$ cat src/rtl/booth_cass_pkg.sv
package booth_cass_pkg;

    // Row operation, encoded as {operate, direction}
    typedef enum logic [1:0] {
        OP_PASS = 2'b00,
        OP_ADD  = 2'b10,
        OP_SUB  = 2'b11
    } row_op_e;

    typedef struct packed {
        logic h;    // 1: operate, 0: transfer
        logic d;    // 1: subtract, 0: add
    } cass_ctrl_t;

    // Map (current bit, bit below) onto a row operation
    function automatic row_op_e recode_pair(input logic cur_bit, input logic low_bit);
        row_op_e op;
        case ({cur_bit, low_bit})
            2'b01:   op = OP_ADD;
            2'b10:   op = OP_SUB;
            default: op = OP_PASS;
        endcase
        return op;
    endfunction

    function automatic cass_ctrl_t op_to_ctrl(input row_op_e op);
        cass_ctrl_t c;
        c.h = op[1];
        c.d = op[0];
        return c;
    endfunction

    // Cell sum output
    function automatic logic cass_sum(input logic p, input logic a, input logic cin,
                                      input logic h);
        return p ^ (a & h) ^ (cin & h);
    endfunction

    // Cell carry (add) or borrow (subtract) output
    function automatic logic cass_carry(input logic p, input logic a, input logic cin,
                                        input logic d);
        return ((p ^ d) & (a | cin)) | (a & cin);
    endfunction

endpackage

$ cat src/rtl/booth_ctrl.sv
module booth_ctrl
    import booth_cass_pkg::*;
(
    input  logic       cur_bit,
    input  logic       low_bit,
    output cass_ctrl_t ctrl
);
    row_op_e op;

    always_comb begin
        op   = recode_pair(cur_bit, low_bit);
        ctrl = op_to_ctrl(op);
    end
endmodule

$ cat src/rtl/cass_row.sv
module cass_row
    import booth_cass_pkg::*;
#(
    parameter int W = 5
) (
    input  cass_ctrl_t     ctrl,
    input  logic [W-1:0]   pin,
    input  logic [W-1:0]   a_ext,
    output logic [W-1:0]   pout
);
    // chain[k] is the carry/borrow entering cell k; none enters bit 0
    logic [W-1:0] chain;

    assign chain[0] = 1'b0;

    for (genvar k = 0; k < W; k++) begin : g_cell
        assign pout[k] = cass_sum(pin[k], a_ext[k], chain[k], ctrl.h);
        if (k < W - 1) begin : g_link
            assign chain[k+1] = cass_carry(pin[k], a_ext[k], chain[k], ctrl.d);
        end
    end
endmodule

$ cat src/rtl/booth_cass_mult.sv
module booth_cass_mult
    import booth_cass_pkg::*;
#(
    parameter int N = 4
) (
    input  logic [N-1:0]   mcand_i,
    input  logic [N-1:0]   mplier_i,
    output logic [2*N-1:0] prod_o
);
    localparam int PW = 2 * N;

    // Multiplier with an implicit 0 below bit 0
    logic [N:0] mpl_ext;
    assign mpl_ext = {mplier_i, 1'b0};

    cass_ctrl_t row_ctrl [N];

    // Row r serves multiplier bit N-1-r (most significant first)
    for (genvar r = 0; r < N; r++) begin : g_row
        localparam int W  = N + 1 + r;
        localparam int BI = N - 1 - r;

        logic [W-1:0] pin;
        logic [W-1:0] a_ext;
        logic [W-1:0] pout;

        assign a_ext = {{(r + 1){mcand_i[N-1]}}, mcand_i};

        if (r == 0) begin : g_first
            assign pin = '0;
        end else begin : g_next
            assign pin = {g_row[r-1].pout, 1'b0};
        end

        booth_ctrl u_ctrl (
            .cur_bit (mpl_ext[BI+1]),
            .low_bit (mpl_ext[BI]),
            .ctrl    (row_ctrl[r])
        );

        cass_row #(.W(W)) u_row (
            .ctrl  (row_ctrl[r]),
            .pin   (pin),
            .a_ext (a_ext),
            .pout  (pout)
        );

        if (r == N - 1) begin : g_out
            assign prod_o = pout[PW-1:0];
        end
    end
endmodule

$ cat config.mk
export PLATFORM = sky130hd
export DESIGN_NAME = booth_cass_mult
export DESIGN_NICKNAME = d
export VERILOG_FILES = /design/src/rtl/booth_cass_pkg.sv /design/src/rtl/booth_ctrl.sv /design/src/rtl/cass_row.sv /design/src/rtl/booth_cass_mult.sv
export SDC_FILE = /design/constraint.sdc
export NUM_CORES = 1
export LEC_CHECK = 0
export CORE_MARGIN = 2
export CORE_UTILIZATION = 55
export DETAILED_ROUTE_END_ITERATION = 10
export PLACE_DENSITY = 0.83
export SYNTH_ARGS = -nofsm -noshare
export SYNTH_HDL_FRONTEND = slang
export SYNTH_SLANG_ARGS = --single-unit
$ cat constraint.sdc
create_clock -name vclk -period 13.35
set_input_delay 2.67 -clock vclk [all_inputs]
set_output_delay 2.67 -clock vclk [all_outputs]
set_load 0.1 [all_outputs]
==> results of run 1 <==
## cells in the mapped netlist (4+ instances only)
| cell type | instances |
|---|---|
| a21oi_1 | 15 |
| o22ai_1 | 4 |
| nand4_1 | 4 |
| nor2_1 | 18 |
| nor3_1 | 5 |
| buf_4 | 5 |
| mux2i_1 | 4 |
| buf_2 | 5 |
| nand2b_1 | 4 |
| xnor2_1 | 17 |
| nand2_1 | 20 |
| o21ai_0 | 9 |
| inv_1 | 8 |
| nand3_1 | 5 |
| buf_6 | 4 |
## worst max-delay path: stages
cell and delay, ns:
clkdlybuf4s50_1 0.57, inv_1 0.07, ha_1 0.65, nand3b_2 0.23
o21ai_2 0.09, a311oi_4 0.51, mux2_1 0.38, nand3_2 0.09
xor2_2 0.21, nand2_1 0.10, or4_1 0.47, a2bb2oi_1 0.14
a31o_1 0.23, xnor2_1 0.15, clkdlybuf4s50_1 1.15
## through the flow
step | hold slack (ns) | worst slack [ns] | cell area, um^2 | total power [mW]
5_1_grt | 7.19 | 2.72 | 1550 | 0.174
3_3_place_gp | 7.08 | 3.05 | 1550 | 0.161
6_report | 7.13 | 2.97 | 1550 | 0.165
4_1_cts | 7.13 | 2.99 | 1550 | 0.165
2_1_floorplan | 5.95 | 3.90 | 1490 | 0.137
3_5_place_dp | 7.12 | 2.99 | 1550 | 0.164
## logic make-up (layout without fill, tap and decap cells)
| group | Yosys count | count (layout) | share of synthesized area |
|---|---|---|---|
| and+or+nand+nor | 81 | 81 | 0.297 |
| adders and majority gates | 3 | 3 | 0.0252 |
| AOI/OAI and AO/OA | 63 | 63 | 0.321 |
| xor gates and xnor gates | 24 | 24 | 0.176 |
| buffers and inverters | 31 | 27 | 0.123 |
| muxes | 8 | 8 | 0.0571 |
## per-layer routing
metal | track usage | vias to the layer above
li1 | - | 755
met1 | 0.322 | 692
met5 | 0 | -
met2 | 0.395 | 42
met4 | 0.00680 | 0
met3 | 0.00233 | 0
## layout make-up
| class | instances | area [um^2] | area share |
|---|---|---|---|
| Inverter | 11 | 41.3 | 0.0267 |
| Multi-Input combinational cell | 179 | 1310 | 0.845 |
| Tap cell | 30 | 37.5 | 0.0243 |
| Timing Repair Buffer | 16 | 160 | 0.104 |
## worst max path at each step
stage                      endpoint  slack (ns)  cells after the start
final                     prod_o[7]        2.97                     15
after global routing      prod_o[7]        2.72                     15
after CTS                 prod_o[7]        2.99                     15
after detailed placement  prod_o[7]        2.99                     15
after global placement    prod_o[7]        3.05                     15
after floorplan           prod_o[7]        3.90                     14
## power breakdown
group / total [mW] / internal (mW) / switching (mW) / leakage [nW]
Sequential: 0 / 0 / 0 / 0
Combinational: 0.165 / 0.0502 / 0.115 / 0.560
Clock: 0 / 0 / 0 / 0
==> flow_summary_export.csv, run 1 <==
group,metric,value,unit
logic_synthesis,synth_top_area_share,0.100,
detailed_routing,drt_pass1_iterations,5,
layout,finish.utilization,0.613,
floorplanning,core_area,2520,um^2
setup_path,critPathKind,"input port to output port",
detailed_routing,antenna_left,0,
floorplanning,io_pins,16,
grt,grt_max_degree,28,
floorplanning,die_w,56.0,um
placed_design,gp_congestion,0.880,
layout,drive_above_1_share,0.136,
floorplanning,row_count,18,
logic_synthesis,synth_cell_type_count,69,
timing,maxClockFrequency,0.0964,GHz
grt,gr-total-overflow,0,
detailed_routing,wl_per_cell,14.9,um
logic_synthesis,avgSynthCellArea,7.09,um^2
timing,tns,0,ns
clock_network,postCtsHoldBufs,0,
logic_synthesis,syn-num-nets,221,
setup_path,crit_path_max_fanout,19,
placed_design,dp.cells,236,
setup_path,cp.arrival,7.71,ns
logic_synthesis,synth_area,1490,um^2
detailed_routing,via_per_inst,6.31,
placed_design,numPortBuffers,16,
clock_network,postCtsSetupBuffers,0,
setup_path,cp-startpoint,"mplier_i[1]",
layout,instances_no_fill,236,
grt,grtUsageTotal,0.224,
timing,fin_crit,10.38,ns
floorplanning,dieArea,3140,um^2
detailed_routing,first_iter_violations,72,
timing,worst_pin_slew,0.978,ns
logic_synthesis,netlist_top_cells_area,"xnor2_1, a21oi_1, nand2_1",
min_path,hp-start,"mplier_i[0]",
detailed_routing,vias,1489,
layout,regArea,0,um^2
min_path,whs_path_depth,4,
timing,finalSetupViolations,0,
layout,clockBufferCount,0,
detailed_routing,totalWireLength,3510,um
pwr,p_leak,0.560,nW
placed_design,dp_hpwl,2680,um
run_status,status,"finished, final reports clean",
setup_path,endpoint_kind,"output port",
detailed_routing,drt_drc_violations_left,0,
detailed_routing,drt-met1-wl,1660,um
pwr,vdd_drop_max,0.139,mV
min_path,holdCritPathClass,"input port to output port",
min_path,hold_end,"prod_o[4]",
detailed_routing,top_layer,"met3",
logic_synthesis,yosysTopAreaCell,"xnor2_1",
timing,period_share,0.777,
grt,grt_pass1_vias,1350,
layout,mostFrequentLayoutCell,"nand2_1",
timing,drv_slew,0,
setup_path,cp_data_required_time,10.68,ns
layout,layout.nets,219,
layout,area_delta_synth_final,3.78,%
layout,n_sequential_cell,0,
timing,rsz0062_at_grt,"false",
timing,hold_viol_final,0,
pwr,powerDensity,107,nW/um^2
logic_synthesis,synth_cells,210,
detailed_routing,dr_wl_met3,153,um
layout,nFillCells,244,
layout,antenna_cells,0,
logic_synthesis,ys_seq_area_frac,0,
grt,grt_antenna_before_repair,0,
logic_synthesis,yosysWarnings,0,
detailed_routing,wl_met2,1700,um
grt,grt_first_pass_wirelength,6080,um
layout,final_cell_mix,"nand2_1, nor2_1, xnor2_1",
clock_network,cts_resized,0,
timing,slew_headroom,0.346,
floorplanning,die_y,56.0,um
flow_run,cap_violations,0,
floorplanning,initial_core_util,0.590,
setup_path,start_kind,"input port",
No activity file was read; power rests on OpenSTA's default activity.
==> inputs of run 2 (changes only) <==
PLACE_DENSITY = 0.86   (was 0.83)
clock period = 9.5 ns   (was 13.35 ns; I/O delays follow)
==> flow_summary_export.csv, run 2 (synthesized netlist as in run 1, its figures left out) <==
group,metric,value,unit
detailed_routing,wl_per_cell,14.1,um
layout,layout.nets,220,
pwr,powerDensity,148,nW/um^2
floorplanning,initial_core_util,0.590,
detailed_routing,via_per_inst,6.36,
detailed_routing,drt_pass1_iterations,4,
timing,hold_viol_final,0,
detailed_routing,vias,1507,
floorplanning,dieArea,3140,um^2
timing,drv_slew,0,
setup_path,endpoint_kind,"output port",
timing,tns,0,ns
setup_path,cp_cell_sequence,"clkdlybuf4s50_1 > inv_1 > ha_1 > nor2b_4 > o21a_1 > o21ai_1 > or3b_4 > xor2_4 > xnor2_1 > mux2_2 > xnor2_2 > xnor2_1 > clkdlybuf4s50_1",
clock_network,cts_resized,0,
pwr,p_leak,0.567,nW
placed_design,numPortBuffers,16,
timing,holdWs,4.87,ns
floorplanning,die_w,56.0,um
timing,finalSetupViolations,0,
placed_design,dp_hpwl,2480,um
layout,final_cell_mix,"nand2_1, nor2_1, xnor2_1",
pwr,vdd_drop_max,0.189,mV
setup_path,slowest_stage,"clkdlybuf4s50_1",
floorplanning,die_y,56.0,um
floorplanning,row_count,18,
clock_network,postCtsSetupBuffers,0,
detailed_routing,totalWireLength,3330,um
detailed_routing,antenna_left,0,
run_status,status,"finished, final reports clean",
timing,final.setup.worst_slack,1.21,ns
flow_run,cap_violations,0,
layout,area_delta_synth_final,3.95,%
setup_path,cp_data_required_time,7.60,ns
grt,gr-total-overflow,0,
grt,grt_max_degree,28,
detailed_routing,first_iter_violations,66,
layout,mostFrequentLayoutCell,"nand2_1",
grt,grtUsageTotal,0.212,
clock_network,postCtsHoldBufs,0,
min_path,holdCritPathClass,"input port to output port",
detailed_routing,drt_drc_violations_left,0,
timing,worst_pin_slew,0.971,ns
floorplanning,core_area,2520,um^2
placed_design,gp_congestion,0.899,
layout,n_sequential_cell,0,
placed_design,pre_cts_slack,1.20,ns
setup_path,cp.arrival,6.39,ns
setup_path,slowest_delay,1.15,ns
grt,grt_antenna_before_repair,0,
grt,grt_pass1_vias,1299,
layout,antenna_cells,0,
timing,fin_crit,8.29,ns
timing,maxClockFrequency,0.121,GHz
setup_path,crit_path_max_fanout,18,
setup_path,critPathKind,"input port to output port",
floorplanning,io_pins,16,
timing,period_share,0.872,
grt,grt_first_pass_wirelength,5800,um
layout,regArea,0,um^2
layout,clockBufferCount,0,
timing,rsz0062_at_grt,"false",
layout,drive_above_1_share,0.150,
timing,slew_headroom,0.351,
setup_path,start_kind,"input port",
-- run 2: cell types whose count changed in the layout (fill, tap and decap cells not counted), sizes merged --
cell / change
buf: +3
clkdlybuf4s50: -2
-- run 2: layout make-up --
class	instances	area (um^2)
Fill cell	222	975
Inverter	11	41.3
Multi-Input combinational cell	179	1310
Tap cell	30	37.5
Timing Repair Buffer	17	163
-- run 2: worst paths after layout --
path / from / endpoint / slack (ns) / depth (start not counted)
hold / removal: mplier_i[0] / prod_o[6] / 4.87 / 4
setup / recovery: mplier_i[2] / prod_o[5] / 1.21 / 13
-- run 2: power by group --
part | leakage [nW] | internal (mW) | switching [mW]
Clock | 0 | 0 | 0
Sequential | 0 | 0 | 0
Combinational | 0.567 | 0.0692 | 0.160
Total | 0.567 | 0.0692 | 0.160
-- run 2: routing by layer --
| layer | GRT usage | vias up | share of wire | wire length, um |
|---|---|---|---|---|
| met5 | 0 | - | 0 | 0 |
| li1 | - | 754 | - | - |
| met1 | 0.303 | 696 | 0.46 | 1550 |
| met4 | 0.0136 | 0 | 0 | 0 |
| met3 | 0.0116 | 0 | 0.053 | 176 |
| met2 | 0.363 | 57 | 0.48 | 1610 |
-- run 2: per-stage QoR --
stage / power, mW / std cells / util / instance area (um^2)
global route: 0.243 / 237 / 0.614 / 1550
finish: 0.230 / 237 / 0.614 / 1550
CTS: 0.229 / 237 / 0.614 / 1550
detailed placement: 0.229 / 237 / 0.614 / 1550
global placement: 0.226 / 237 / 0.614 / 1550
floorplan: 0.193 / 210 / - / 1490
-- run 2: critical path: cells and delay by family --
family	cells	cell delay (ns)
buffers and inverters	3	1.68
adders and majority gates	1	0.75
xor gates and xnor gates	4	0.84
and+or+nand+nor	2	0.53
AOI/OAI and AO/OA	2	0.31
muxes	1	0.37
